**src/rtl/tmo_pkg.sv**
```systemverilog
package tmo_pkg;

    localparam int unsigned TMO_LIMIT_W_DEF = 20;

    typedef enum logic [1:0] {
        ST_OFF     = 2'd0,
        ST_HIGH    = 2'd1,
        ST_LOW     = 2'd2,
        ST_EXPIRED = 2'd3
    } tmo_state_e;

endpackage

```
**src/rtl/tmo_rise_detect.sv**
```systemverilog
module tmo_rise_detect #(
    parameter logic IDLE_LEVEL = 1'b1
) (
    input  logic clk,
    input  logic rst_n,
    input  logic lvl_in,
    output logic rise
);

    logic lvl_q;

    always_ff @(posedge clk or negedge rst_n) begin
        if (!rst_n) begin
            lvl_q <= IDLE_LEVEL;
        end else begin
            lvl_q <= lvl_in;
        end
    end

    assign rise = lvl_in & ~lvl_q;

endmodule

```
**src/rtl/tmo_low_fsm.sv**
```systemverilog
module tmo_low_fsm
    import tmo_pkg::*;
#(
    parameter int unsigned LIMIT_W = TMO_LIMIT_W_DEF
) (
    input  logic               clk,
    input  logic               rst_n,
    input  logic               active,
    input  logic               scl_lvl,
    input  logic               scl_rise,
    input  logic               tick,
    input  logic [LIMIT_W-1:0] limit,
    output logic               hit
);

    localparam int unsigned SUM_W = LIMIT_W + 1;

    tmo_state_e         state_q;
    tmo_state_e         state_d;
    logic [LIMIT_W-1:0] cnt_q;
    logic [LIMIT_W-1:0] cnt_d;
    logic [SUM_W-1:0]   cnt_inc;
    logic               count_en;
    logic               reach;

    assign cnt_inc = {1'b0, cnt_q} + SUM_W'(1);
    assign reach   = (cnt_inc >= {1'b0, limit});

    // state register
    always_ff @(posedge clk or negedge rst_n) begin
        if (!rst_n) begin
            state_q <= ST_OFF;
            cnt_q   <= '0;
        end else begin
            state_q <= state_d;
            cnt_q   <= cnt_d;
        end
    end

    // next state
    always_comb begin
        state_d = state_q;
        if (!active) begin
            state_d = ST_OFF;
        end else begin
            unique case (state_q)
                ST_OFF, ST_HIGH, ST_LOW: begin
                    if (hit) begin
                        state_d = ST_EXPIRED;
                    end else if (scl_lvl) begin
                        state_d = ST_HIGH;
                    end else begin
                        state_d = ST_LOW;
                    end
                end
                ST_EXPIRED: begin
                    if (scl_rise) begin
                        state_d = ST_HIGH;
                    end
                end
                default: state_d = ST_OFF;
            endcase
        end
    end

    // outputs and counter update
    always_comb begin
        count_en = 1'b0;
        unique case (state_q)
            ST_OFF, ST_HIGH, ST_LOW: count_en = active & tick & ~scl_lvl;
            ST_EXPIRED:              count_en = 1'b0;
            default:                 count_en = 1'b0;
        endcase
        hit = count_en & reach;
        if (!active || scl_rise) begin
            cnt_d = '0;
        end else if (count_en && !reach) begin
            cnt_d = cnt_inc[LIMIT_W-1:0];
        end else begin
            cnt_d = cnt_q;
        end
    end

endmodule

```
**src/rtl/tmo_sticky_flag.sv**
```systemverilog
module tmo_sticky_flag (
    input  logic clk,
    input  logic rst_n,
    input  logic set,
    input  logic clr,
    output logic q
);

    always_ff @(posedge clk or negedge rst_n) begin
        if (!rst_n) begin
            q <= 1'b0;
        end else begin
            q <= set | (q & ~clr);
        end
    end

endmodule

```
**src/rtl/scl_low_timeout.sv**
```systemverilog
module scl_low_timeout
    import tmo_pkg::*;
#(
    parameter int unsigned LIMIT_W = TMO_LIMIT_W_DEF
) (
    input  logic               clk,
    input  logic               rst_n,
    input  logic               ctrl_en,
    input  logic               scl_in,
    input  logic               bit_tick,
    input  logic [LIMIT_W-1:0] tout_limit,
    input  logic               tout_irq_en,
    input  logic               tout_clr,
    output logic               tout_status,
    output logic               tout_irq
);

    logic mon_active;
    logic scl_rise;
    logic tick_hit;

    assign mon_active = ctrl_en & (tout_limit != '0);

    tmo_rise_detect #(
        .IDLE_LEVEL (1'b1)
    ) u_rise (
        .clk    (clk),
        .rst_n  (rst_n),
        .lvl_in (scl_in),
        .rise   (scl_rise)
    );

    tmo_low_fsm #(
        .LIMIT_W (LIMIT_W)
    ) u_fsm (
        .clk      (clk),
        .rst_n    (rst_n),
        .active   (mon_active),
        .scl_lvl  (scl_in),
        .scl_rise (scl_rise),
        .tick     (bit_tick),
        .limit    (tout_limit),
        .hit      (tick_hit)
    );

    tmo_sticky_flag u_flag (
        .clk   (clk),
        .rst_n (rst_n),
        .set   (tick_hit),
        .clr   (tout_clr),
        .q     (tout_status)
    );

    assign tout_irq = tout_status & tout_irq_en;

endmodule

```
**config.mk**
```make
export PLATFORM = sky130hd
export DESIGN_NAME = scl_low_timeout
export DESIGN_NICKNAME = d
export VERILOG_FILES = /design/src/rtl/tmo_pkg.sv /design/src/rtl/tmo_rise_detect.sv /design/src/rtl/tmo_low_fsm.sv /design/src/rtl/tmo_sticky_flag.sv /design/src/rtl/scl_low_timeout.sv
export SDC_FILE = /design/constraint.sdc
export NUM_CORES = 1
export LEC_CHECK = 0
export ABC_AREA = 0
export BUFFER_PORTS_ARGS = -buffer_cell sky130_fd_sc_hd__buf_2
export CAP_MARGIN = 20
export CORE_UTILIZATION = 30
export DETAILED_ROUTE_END_ITERATION = 6
export HOLD_SLACK_MARGIN = 0.03
export PLACE_DENSITY = 0.47
export SYNTH_ARGS = -nofsm -noshare
export SYNTH_HDL_FRONTEND = slang
export SYNTH_SLANG_ARGS = --single-unit
```
**constraint.sdc**
```tcl
create_clock -name clk -period 6.32 [get_ports clk]
set_clock_uncertainty 0.05 [all_clocks]
set_input_delay 0.316 -clock clk [delete_from_list [all_inputs] [get_ports clk]]
set_output_delay 0.316 -clock clk [all_outputs]
set_load 0.02 [all_outputs]
```
==> flow_metrics.py <==
metrics = {
    "run_status": {
        "status": "completed",
    },
    "floorplan": {
        "rows": 28,
        "dieWidth_um": 82.0,
        "die_height_um": 82.0,
        "start_util_pct": 31.6,
        "ios": 29,
        "core_area_um2": 6060,
        "dieArea_um2": 6720,
    },
    "clocking": {
        "cts_inserted_buffers": 3,
        "tritoncts": "yes",
        "clock_latency_ns": 0.27,
        "path_clk_slew_ns": 0.09,
        "cts_setup_buffers": 0,
        "cts_root_buffer": "clkbuf_8",
        "ctsResizeCount": 0,
        "clockBufferDepth": 2,
        "cts_max_level": 1,
        "clock_sinks": 24,
    },
    "yosys": {
        "ys_async_sr_fraction_pct": 100,
        "synth_fp_nets": 280,
        "ys_ff_latch": 24,
        "netlist_area_um2": 1920,
        "synthFlopType": "dfrtp_1",
        "yosysWarnings": 0,
        "yosysUniqueCellTypes": 41,
        "ys_seq_area_share_pct": 31.4,
        "synth_edf_count": 0,
        "synthCells": 232,
        "syn_avg_cell_area_um2": 8.27,
    },
    "sta": {
        "relSlewSlack_pct": 60.9,
        "timing.hold.ws_ns": 0.120,
        "setup_tns_ns": 0,
        "worstMarginPinSlew_ns": 0.582,
        "maxSlewViolCount": 0,
        "fin_crit_sh_pct": 66.0,
        "setup_viol": 0,
        "hold_viol_final": 0,
        "fmax_mhz": 240,
        "finalWorstSetupSlack_ns": 2.15,
        "fin_crit_ns": 4.17,
        "rsz0062_at_grt": "no",
    },
    "detailed_routing": {
        "wl_met1_um": 2150,
        "drt_pass1_iterations": 4,
        "met2WireLength_um": 2140,
        "antenna_left": 0,
        "dr.first_iter.drc_count": 80,
        "dr_wl_met3_um": 95,
        "top_layer": "met4",
        "wl_per_cell_um": 13.4,
        "post-route-drc-count": 0,
        "route.vias.total": 1622,
        "via_per_inst": 4.84,
        "routed_wirelength_um": 4480,
    },
    "critical_path": {
        "required_ns": 6.42,
        "r2r_slack_ns": 2.15,
        "path_max_fanout": 17,
        "cp.arrival_ns": 4.28,
        "end_kind": "flop",
        "crit_path_start_kind": "flop",
        "reg2reg_to": "u_fsm.cnt_q[13]$_DFFE_PN0P_",
        "r2r-start": "u_fsm.cnt_q[4]$_DFFE_PN0P_",
        "critPathKind": "flop to flop",
        "r2r_cells": 13,
    },
    "global_route": {
        "first_global_vias": 1517,
        "antenna_found_initial": 0,
        "grt_max_degree": 25,
        "grt_use_total_pct": 15.0,
        "grt_pass1_wl_um": 7480,
        "overflow": 0,
    },
    "hold_path": {
        "hp-class": "input pin to flop",
        "min_path_cells": 1,
        "min_to": "u_rise.lvl_q$_DFF_PN1_",
        "min_from": "scl_in",
    },
    "power": {
        "p_clk_share_pct": 35.3,
        "switchingPower_mw": 0.0738,
        "p_seq_share_pct": 52.4,
        "swShare_pct": 24.7,
        "leakagePower_nw": 1.09,
        "comb_power_share_pct": 12.3,
        "p_total_mw": 0.299,
        "irDropWorstVdd_v": 0.0000673,
        "power_density_nw_per_um2": 136,
        "p_int_mw": 0.225,
    },
    "run": {
        "drv_cap": 0,
    },
    "layout": {
        "fillCellCount": 655,
        "final_common_cell": "nand2_1",
        "diodes": 0,
        "area_growth_pct": 14.5,
        "drive_above_1_share_pct": 18.1,
        "final_cell_mix": "46 x nand2_1, 28 x buf_2, 24 x inv_1",
        "nNetsFinal": 309,
    },
    "place": {
        "portBuffers": 28,
        "pre_cts_slack_ns": 2.16,
        "gp_congestion": 0.832,
        "dp_hpwl_um": 3650,
    },
}
==> final cells by class <==
cell class | count | area, um2 | area share, %
repair buffers | 31 | 165 | 7.52
multi-input cells | 177 | 1190 | 54.2
flip-flops and latches | 24 | 602 | 27.4
clock buffers | 4 | 55.1 | 2.51
well taps | 75 | 93.8 | 4.27
inverters | 24 | 90.1 | 4.10
==> what timing repair did <==
item / 4_1_cts / 5_1_grt
setup endpoints to repair: 0 / 0
endpoints found under the hold margin: 23 / 0
hold buffers: 1 / 0
==> stage by stage <==
stage	std cells	instance area (um2)	util (%)
3_3_place_gp	330	2130	35.2
6_report	335	2200	36.3
5_1_grt	335	2200	36.3
2_1_floorplan	232	1920	-
4_1_cts	335	2200	36.3
3_5_place_dp	330	2130	35.2
==> logic make-up (layout without fill, tap and decap cells) <==
logic type / Yosys count / in the layout / synth area share (%)
AO/OA/AOI/OAI: 44 / 44 / 14.9
XOR/XNOR: 17 / 17 / 7.76
flip-flops: 24 / 24 / 31.4
multiplexers: 1 / 1 / 0.587
AND/OR/NAND/NOR: 94 / 94 / 24.9
buffers and inverters: 31 / 59 / 6.85
adder cells (fa/ha/maj): 21 / 21 / 13.7
==> power by group through the flow <==
stage          sequential, mW  clock, mW  combinational, mW
2_1_floorplan           0.160          0             0.0177
3_3_place_gp            0.160          0             0.0376
3_5_place_dp            0.160          0             0.0377
4_1_cts                 0.157      0.112             0.0383
5_1_grt                 0.157      0.118             0.0428
6_report                0.157      0.106             0.0369
==> worst max path at each step <==
stage | start | to | slack, ns | depth (start not counted)
after floorplan | u_fsm.cnt_q[6]$_DFFE_PN0P_ | u_fsm.cnt_q[3]$_DFFE_PN0P_ | 2.81 | 14
after global placement | u_fsm.cnt_q[6]$_DFFE_PN0P_ | u_fsm.cnt_q[6]$_DFFE_PN0P_ | 2.26 | 13
after detailed placement | u_fsm.cnt_q[4]$_DFFE_PN0P_ | u_fsm.cnt_q[2]$_DFFE_PN0P_ | 2.16 | 14
after CTS | u_fsm.cnt_q[4]$_DFFE_PN0P_ | u_fsm.cnt_q[6]$_DFFE_PN0P_ | 2.12 | 13
after global routing | u_fsm.cnt_q[4]$_DFFE_PN0P_ | u_fsm.cnt_q[2]$_DFFE_PN0P_ | 1.83 | 14
final | u_fsm.cnt_q[4]$_DFFE_PN0P_ | u_fsm.cnt_q[13]$_DFFE_PN0P_ | 2.15 | 13
==> flip-flops by register name, summed over array words and instances, names as in the netlist <==
| register | flops |
|---|---|
| u_fsm.state_q | 2 |
| u_fsm.cnt_q | 20 |
| u_flag.q | 1 |
| u_rise.lvl_q | 1 |
==> Yosys cell counts, types with 2 or more instances <==
master	number	area share, %
nand4_1	4	1.3
nand2_1	46	9.0
nor2_1	11	2.2
buf_2	3	0.78
ha_1	21	14
inv_1	24	4.7
nor3_2	2	1.0
dfrtp_1	23	30
a21oi_1	10	2.6
nor4_1	6	2.0
o21ai_0	19	5.0
xnor2_1	14	6.4
and4_4	2	1.2
a21o_1	2	0.78
and3_4	3	1.8
clkbuf_1	2	0.39
a221o_1	3	1.6
xor2_1	3	1.4
nand2b_1	3	0.98
nand3_1	10	2.6
==> per-layer routing <==
metal	track usage, %	vias up
met5	0	-
met4	4.91	0
met1	19.6	735
met2	24.8	24
met3	2.67	6
li1	-	857
==> critical path, stage by stage, from the launching register on <==
cell and delay [ns]:
dfrtp_1 0.40, nand2_1 0.14, nor3_2 0.43, nand2_1 0.20
or3_1 0.40, xnor2_1 0.20, ha_1 0.28, nand3_1 0.13
nor4_1 0.09, a221oi_1 0.41, o41ai_4 0.18, nor3_4 0.54
and2b_1 0.31, a221o_1 0.30
(Power assumes the default switching activity.)
